`src/rtl/irqAggPkg.sv`:
```
package irqAggPkg;

  // Register select values on regAddr
  localparam logic ADDR_STATUS = 1'b0;
  localparam logic ADDR_ENABLE = 1'b1;

  // Strobes from control to datapath
  typedef struct packed {
    logic wrStatus;
    logic wrEnable;
  } regStrobeT;

endpackage

```
`src/rtl/irqAggDatapath.sv`:
```
module irqAggDatapath
  import irqAggPkg::*;
#(
  parameter int NUM_BANKS = 4,
  parameter int NUM_SRCS  = 6,
  parameter int DATA_W    = 16,
  parameter int GIE_BIT   = 15
) (
  input  logic                          clk,
  input  logic                          rstN,
  input  regStrobeT                     strobe,
  input  logic                          regAddr,
  input  logic [DATA_W-1:0]             wrData,
  input  logic [NUM_BANKS-1:0]          bankIrq,
  input  logic [NUM_SRCS-1:0]           srcIrq,
  output logic [DATA_W-1:0]             rdData,
  output logic [NUM_BANKS+NUM_SRCS-1:0] statusView,
  output logic [DATA_W-1:0]             enableView,
  output logic                          pendAny
);

  localparam int STAT_W = NUM_BANKS + NUM_SRCS;
  localparam int PAD_W  = DATA_W - STAT_W;

  logic [NUM_SRCS-1:0] stickyQ;
  logic [NUM_SRCS-1:0] srcEnQ;
  logic                gieQ;

  // One sticky flag per peripheral source: a set beats a clear in the same cycle
  for (genvar i = 0; i < NUM_SRCS; i++) begin : g_sticky
    logic clrHit;
    assign clrHit = strobe.wrStatus & wrData[NUM_BANKS+i];
    always_ff @(posedge clk or negedge rstN) begin
      if (!rstN) stickyQ[i] <= 1'b0;
      else       stickyQ[i] <= srcIrq[i] | (stickyQ[i] & ~clrHit);
    end
  end

  // Enable word: source enables plus the global enable
  always_ff @(posedge clk or negedge rstN) begin
    if (!rstN) begin
      srcEnQ <= '0;
      gieQ   <= 1'b0;
    end else if (strobe.wrEnable) begin
      srcEnQ <= wrData[NUM_BANKS +: NUM_SRCS];
      gieQ   <= wrData[GIE_BIT];
    end
  end

  // Bank bits are live copies of the summary lines
  assign statusView = {stickyQ, bankIrq};

  always_comb begin
    enableView                       = '0;
    enableView[NUM_BANKS +: NUM_SRCS] = srcEnQ;
    enableView[GIE_BIT]              = gieQ;
  end

  assign pendAny = gieQ & ((|bankIrq) | (|(stickyQ & srcEnQ)));

  always_comb begin
    if (regAddr == ADDR_ENABLE) rdData = enableView;
    else                        rdData = {{PAD_W{1'b0}}, statusView};
  end

endmodule

```
`src/rtl/irqAggControl.sv`:
```
module irqAggControl
  import irqAggPkg::*;
(
  input  logic      clk,
  input  logic      rstN,
  input  logic      wrEn,
  input  logic      regAddr,
  input  logic      pendAny,
  output regStrobeT strobe,
  output logic      irqOut
);

  always_comb begin
    strobe.wrStatus = wrEn & (regAddr == ADDR_STATUS);
    strobe.wrEnable = wrEn & (regAddr == ADDR_ENABLE);
  end

  // A status write forces one low cycle so that pending work rises again
  always_ff @(posedge clk or negedge rstN) begin
    if (!rstN) irqOut <= 1'b0;
    else       irqOut <= pendAny & ~strobe.wrStatus;
  end

endmodule

```
`src/rtl/irqAggTop.sv`:
```
module irqAggTop
  import irqAggPkg::*;
#(
  parameter int NUM_BANKS = 4,
  parameter int NUM_SRCS  = 6,
  parameter int DATA_W    = 16,
  parameter int GIE_BIT   = 15
) (
  input  logic                 clk,
  input  logic                 rstN,
  input  logic                 wrEn,
  input  logic                 regAddr,
  input  logic [DATA_W-1:0]    wrData,
  output logic [DATA_W-1:0]    rdData,
  input  logic [NUM_BANKS-1:0] bankIrq,
  input  logic [NUM_SRCS-1:0]  srcIrq,
  output logic                 irqOut
);

  localparam int STAT_W = NUM_BANKS + NUM_SRCS;

  regStrobeT         strobe;
  logic              pendAny;
  logic [STAT_W-1:0] statusView;
  logic [DATA_W-1:0] enableView;

  irqAggControl ctrl_i (
    .clk     (clk),
    .rstN    (rstN),
    .wrEn    (wrEn),
    .regAddr (regAddr),
    .pendAny (pendAny),
    .strobe  (strobe),
    .irqOut  (irqOut)
  );

  irqAggDatapath #(
    .NUM_BANKS (NUM_BANKS),
    .NUM_SRCS  (NUM_SRCS),
    .DATA_W    (DATA_W),
    .GIE_BIT   (GIE_BIT)
  ) dp_i (
    .clk        (clk),
    .rstN       (rstN),
    .strobe     (strobe),
    .regAddr    (regAddr),
    .wrData     (wrData),
    .bankIrq    (bankIrq),
    .srcIrq     (srcIrq),
    .rdData     (rdData),
    .statusView (statusView),
    .enableView (enableView),
    .pendAny    (pendAny)
  );

endmodule

```
`config.mk`:
```
export PLATFORM = sky130hd
export DESIGN_NAME = irqAggTop
export DESIGN_NICKNAME = d
export VERILOG_FILES = /design/src/rtl/irqAggPkg.sv /design/src/rtl/irqAggDatapath.sv /design/src/rtl/irqAggControl.sv /design/src/rtl/irqAggTop.sv
export SDC_FILE = /design/constraint.sdc
export NUM_CORES = 1
export LEC_CHECK = 0
export BUFFER_PORTS_ARGS = -buffer_cell sky130_fd_sc_hd__buf_4
export CORE_MARGIN = 3
export CORE_UTILIZATION = 35
export CTS_BUF_LIST = sky130_fd_sc_hd__clkbuf_16
export DETAILED_ROUTE_END_ITERATION = 10
export PLACE_DENSITY = 0.73
export SLEW_MARGIN = 20
export SYNTH_ARGS = -nofsm -noshare
export SYNTH_HDL_FRONTEND = slang
export SYNTH_HIERARCHICAL = 1
export SYNTH_SLANG_ARGS = --single-unit
```
`constraint.sdc`:
```
create_clock -name clk -period 2.07 [get_ports clk]
set_input_delay 0.3105 -clock clk [delete_from_list [all_inputs] [get_ports clk]]
set_output_delay 0.3105 -clock clk [all_outputs]
set_load 0.02 [all_outputs]
```
# == Word level (Yosys, flattened, before mapping) ==
# Index checks and enable logic that the tools add are counted.
# word_totals
regBits,14
input_bits,30
# op_classes
n_reduce_logical,2
n_mux,1
n_bitwise,32
# ops
operator,n
$and A1 B1 Y1,16
$mux W16,1
$not A1 Y1,8
$or A1 B1 Y1,7
$and A6 B6 Y6,1
$reduce_or A6 Y1,1
$reduce_or A4 Y1,1

# == Logic depth before layout (Yosys ltp) ==
# logic_depth
word_depth,6
depth_mapped,4
depth_no_buf,3

# == Modules after synthesis ==
# Netlist, hierarchy kept.
# modules_own_cells
mod,instances,cells_each,area_each_um2,seq_area_each_um2
irqAggDatapath,1,72,830.8,325.3
irqAggControl,1,4,55.1,25.0

# == Worst setup path after synthesis ==
# No wires, ideal clock.
# synth_timing
path_kind,input to output
startpoint,in regAddr
endpoint,out rdData[4]
arrival_ns,0.759
n_path_buf,1
cell_stages,2
setup_slack_ns,1.001
cell_sequence,buf_6 -> mux2_4
# synth_between
elab_chain_cells,1
# synth_lines
item,line,text
from (decl),irqAggTop.sv:12,"input logic regAddr,"
$mux W16,irqAggDatapath.sv:62,if (regAddr == ADDR_ENABLE) rdData = enableView;
to (decl),irqAggTop.sv:14,"output logic [DATA_W-1:0] rdData,"
# No other way between the ends.

# == Worst setup path after layout ==
# layout_timing
startpoint,"reg dp_i.stickyQ[1], in the netlist dp_i/statusView[5]"
endpoint,out rdData[5]
# layout_between
elab_chain_cells,1
# layout_lines
item,line,text
from (decl),irqAggDatapath.sv:25,logic [NUM_SRCS-1:0] stickyQ;
"from (signal, indexed assignment)",irqAggDatapath.sv:35,else stickyQ[i] <= srcIrq[i] | (stickyQ[i] & ~clrHit);
$mux W16,irqAggDatapath.sv:62,
# No other way between the ends.

==> metrics.yaml <==
cts:
  postCtsSetupBuffers: 0
  htree_num_levels: 1
  cts-root-buf: "clkbuf_16"
  clk_latency_ns: 0.24
  cts_tree: "yes"
  cts_resized: 0
  holdBufCountCts: 1
  cts_buffer_depth: 2
  cts_made_buffers: 3
  cts_sinks: 14
  path_clk_slew_ns: 0.04
power_and_ir_drop:
  leakagePower_nw: 0.535
  p_int_w: 0.000672
  irDropWorstVdd_mv: 0.521
  power.switching_w: 0.000206
  pwr-share-comb: 0.235
  pwr-share-seq: 0.370
  sw_frac_of_total: 0.235
  clockPowerShare: 0.396
  p_per_area_mw_per_mm2: 802
yosys:
  avgSynthCellArea_um2: 12.6
  yosysWarnings: 6
  synth_area_um2: 781
  synth_cells: 62
final_layout:
  regArea_um2: 350
  drive_gt1_frac: 0.579
  multi_input_area_um2: 382
  diodes: 0
  fillers: 180
  nets: 127
  syn_to_final_growth_pct: 40.2
worst_setup_path:
  crit_buf_inv: 1
  cp_slowest_cell: "dfrtp_1"
  worstPathCellList: "mux2_4 > buf_4"
  timing.rr.end: "ctrl_i/irqOut$_DFF_PN0_"
  end_kind: "primary output"
  reg2reg_depth: 3
  critPathKind: "reg2out"
  arrival_ns: 1.08
  r2r_slack_ns: 1.04
  worstPathMaxFanout: 3
  critical-path-top-delay-family: "flip-flops"
  critPathLaunchType: "register"
  reg2reg_from: "dp_i/srcEnQ[3]$_DFFE_PN0P_"
  crit_required_ns: 1.76
  critPathMaxStageDelay_ns: 0.40
placed_design:
  hpwl_mm: 1.25
  gp_routability_congestion: 0.721
  io_buffers: 32
  dp_slack_ns: 0.743
worst_hold_path:
  min_from: "srcIrq[0]"
  whs_endpoint: "dp_i/statusView[4]$_DFF_PN0_"
  hold_class: "in2reg"
  hold_depth: 2
drt:
  drtPass1Iterations: 3
  drtIter0Drc: 7
  viasPerCell: 4.57
  drtAntennaViolNets: 0
  vias: 558
  wirelength_mm: 1.59
  drc: 0
  avgRoutedWirePerCell_um: 13.0
floorplan:
  die_h_um: 53.2
  io_pins: 47
  dieArea_mm2: 0.00283
  initial_core_util: 0.382
  core_region_area_mm2: 0.00204
  rows: 16
  die_w_um: 53.2
status:
  run_status: "finished, final reports clean"
job:
  max_cap_viol_count: 0
sta:
  layout_setup_ws_ns: 0.683
  finalCriticalPeriod_ns: 1.39
  finalMaxSlewViolations: 0
  setup_violations: 0
  fmax_mhz: 721
  fin_crit_sh: 0.670
  rsz0062_at_grt: "no"
  tns_ns: 0
  finalHoldViolCount: 0
  skew_ns: 0.00317
global_routing:
  grt_max_degree: 15
  overflow: 0
  track_usage: 0.122
  antenna_found_initial: 0
  grt_pass1_vias: 576
  grt_pass1_wl_mm: 2.48
==> state kept, by name (all words and copies together), names as in the netlist <==
name and count:
ctrl_i/irqOut 1, dp_i/gieQ 1, dp_i/srcEnQ 6, dp_i/statusView 6
==> layout by cell type, fill, tap and decap left out, drive strengths merged <==
master and count:
and2 2, a41oi 1, mux2 12, nand2 7, o21ai 1, nor4 1
and2b 4, inv 1, nor2b 2, dfrtp 14, dlygate4sd3 1, a22oi 3
conb 5, a21o 6, buf 32, clkbuf 3
==> area by class of cell <==
type	instances	share of cell area
repair buffers	33	0.229
multi-input cells	44	0.349
flip-flops and latches	14	0.320
well taps	27	0.0309
clock buffers	3	0.0686
inverters	1	0.00343
==> metrics by stage <==
stage / instance area [µm²] / std cells / util / hold slack [ns] / power, W
2_1_floorplan: 796 / 66 / - / 0.0149 / 0.000458
3_3_place_gp: 1010 / 118 / 0.494 / 0.166 / 0.000530
3_5_place_dp: 1010 / 118 / 0.494 / 0.168 / 0.000535
4_1_cts: 1090 / 122 / 0.536 / 0.244 / 0.000890
5_1_grt: 1090 / 122 / 0.536 / 0.244 / 0.000917
6_report: 1090 / 122 / 0.536 / 0.246 / 0.000878
==> how the worst max path moves through the flow <==
stage	startpoint	endpoint	slack, ns	cells past startpoint
global placement	regAddr	rdData[8]	0.74	3
floorplan	regAddr	rdData[4]	1.00	2
detailed placement	regAddr	rdData[8]	0.74	3
global route	dp_i/statusView[4]$_DFF_PN0_	rdData[4]	0.67	2
CTS	dp_i/statusView[5]$_DFF_PN0_	rdData[5]	0.69	2
finish	dp_i/statusView[5]$_DFF_PN0_	rdData[5]	0.68	2
==> per-layer routing <==
layer  routed length [µm]  GRT usage  vias to the layer above
li1                     -          -                      272
met2                  741      0.196                       29
met1                  612      0.142                      253
met5                    0          0                        -
met4                   27     0.0596                        0
met3                  203     0.0451                        4
==> worst register-to-register path, stage by stage, from the launching register on <==
cell     delay [ns]
dfrtp_1        0.39
a22oi_1        0.21
a41oi_1        0.13
nor2b_2        0.17
==> power by group through the flow <==
stage / Combinational, W / Clock [W] / Sequential, W
2_1_floorplan: 0.000133 / 0 / 0.000325
3_3_place_gp: 0.000203 / 0 / 0.000326
3_5_place_dp: 0.000206 / 0 / 0.000328
4_1_cts: 0.000208 / 0.000357 / 0.000325
5_1_grt: 0.000220 / 0.000367 / 0.000330
6_report: 0.000206 / 0.000347 / 0.000325
(Power assumes the default switching activity.)
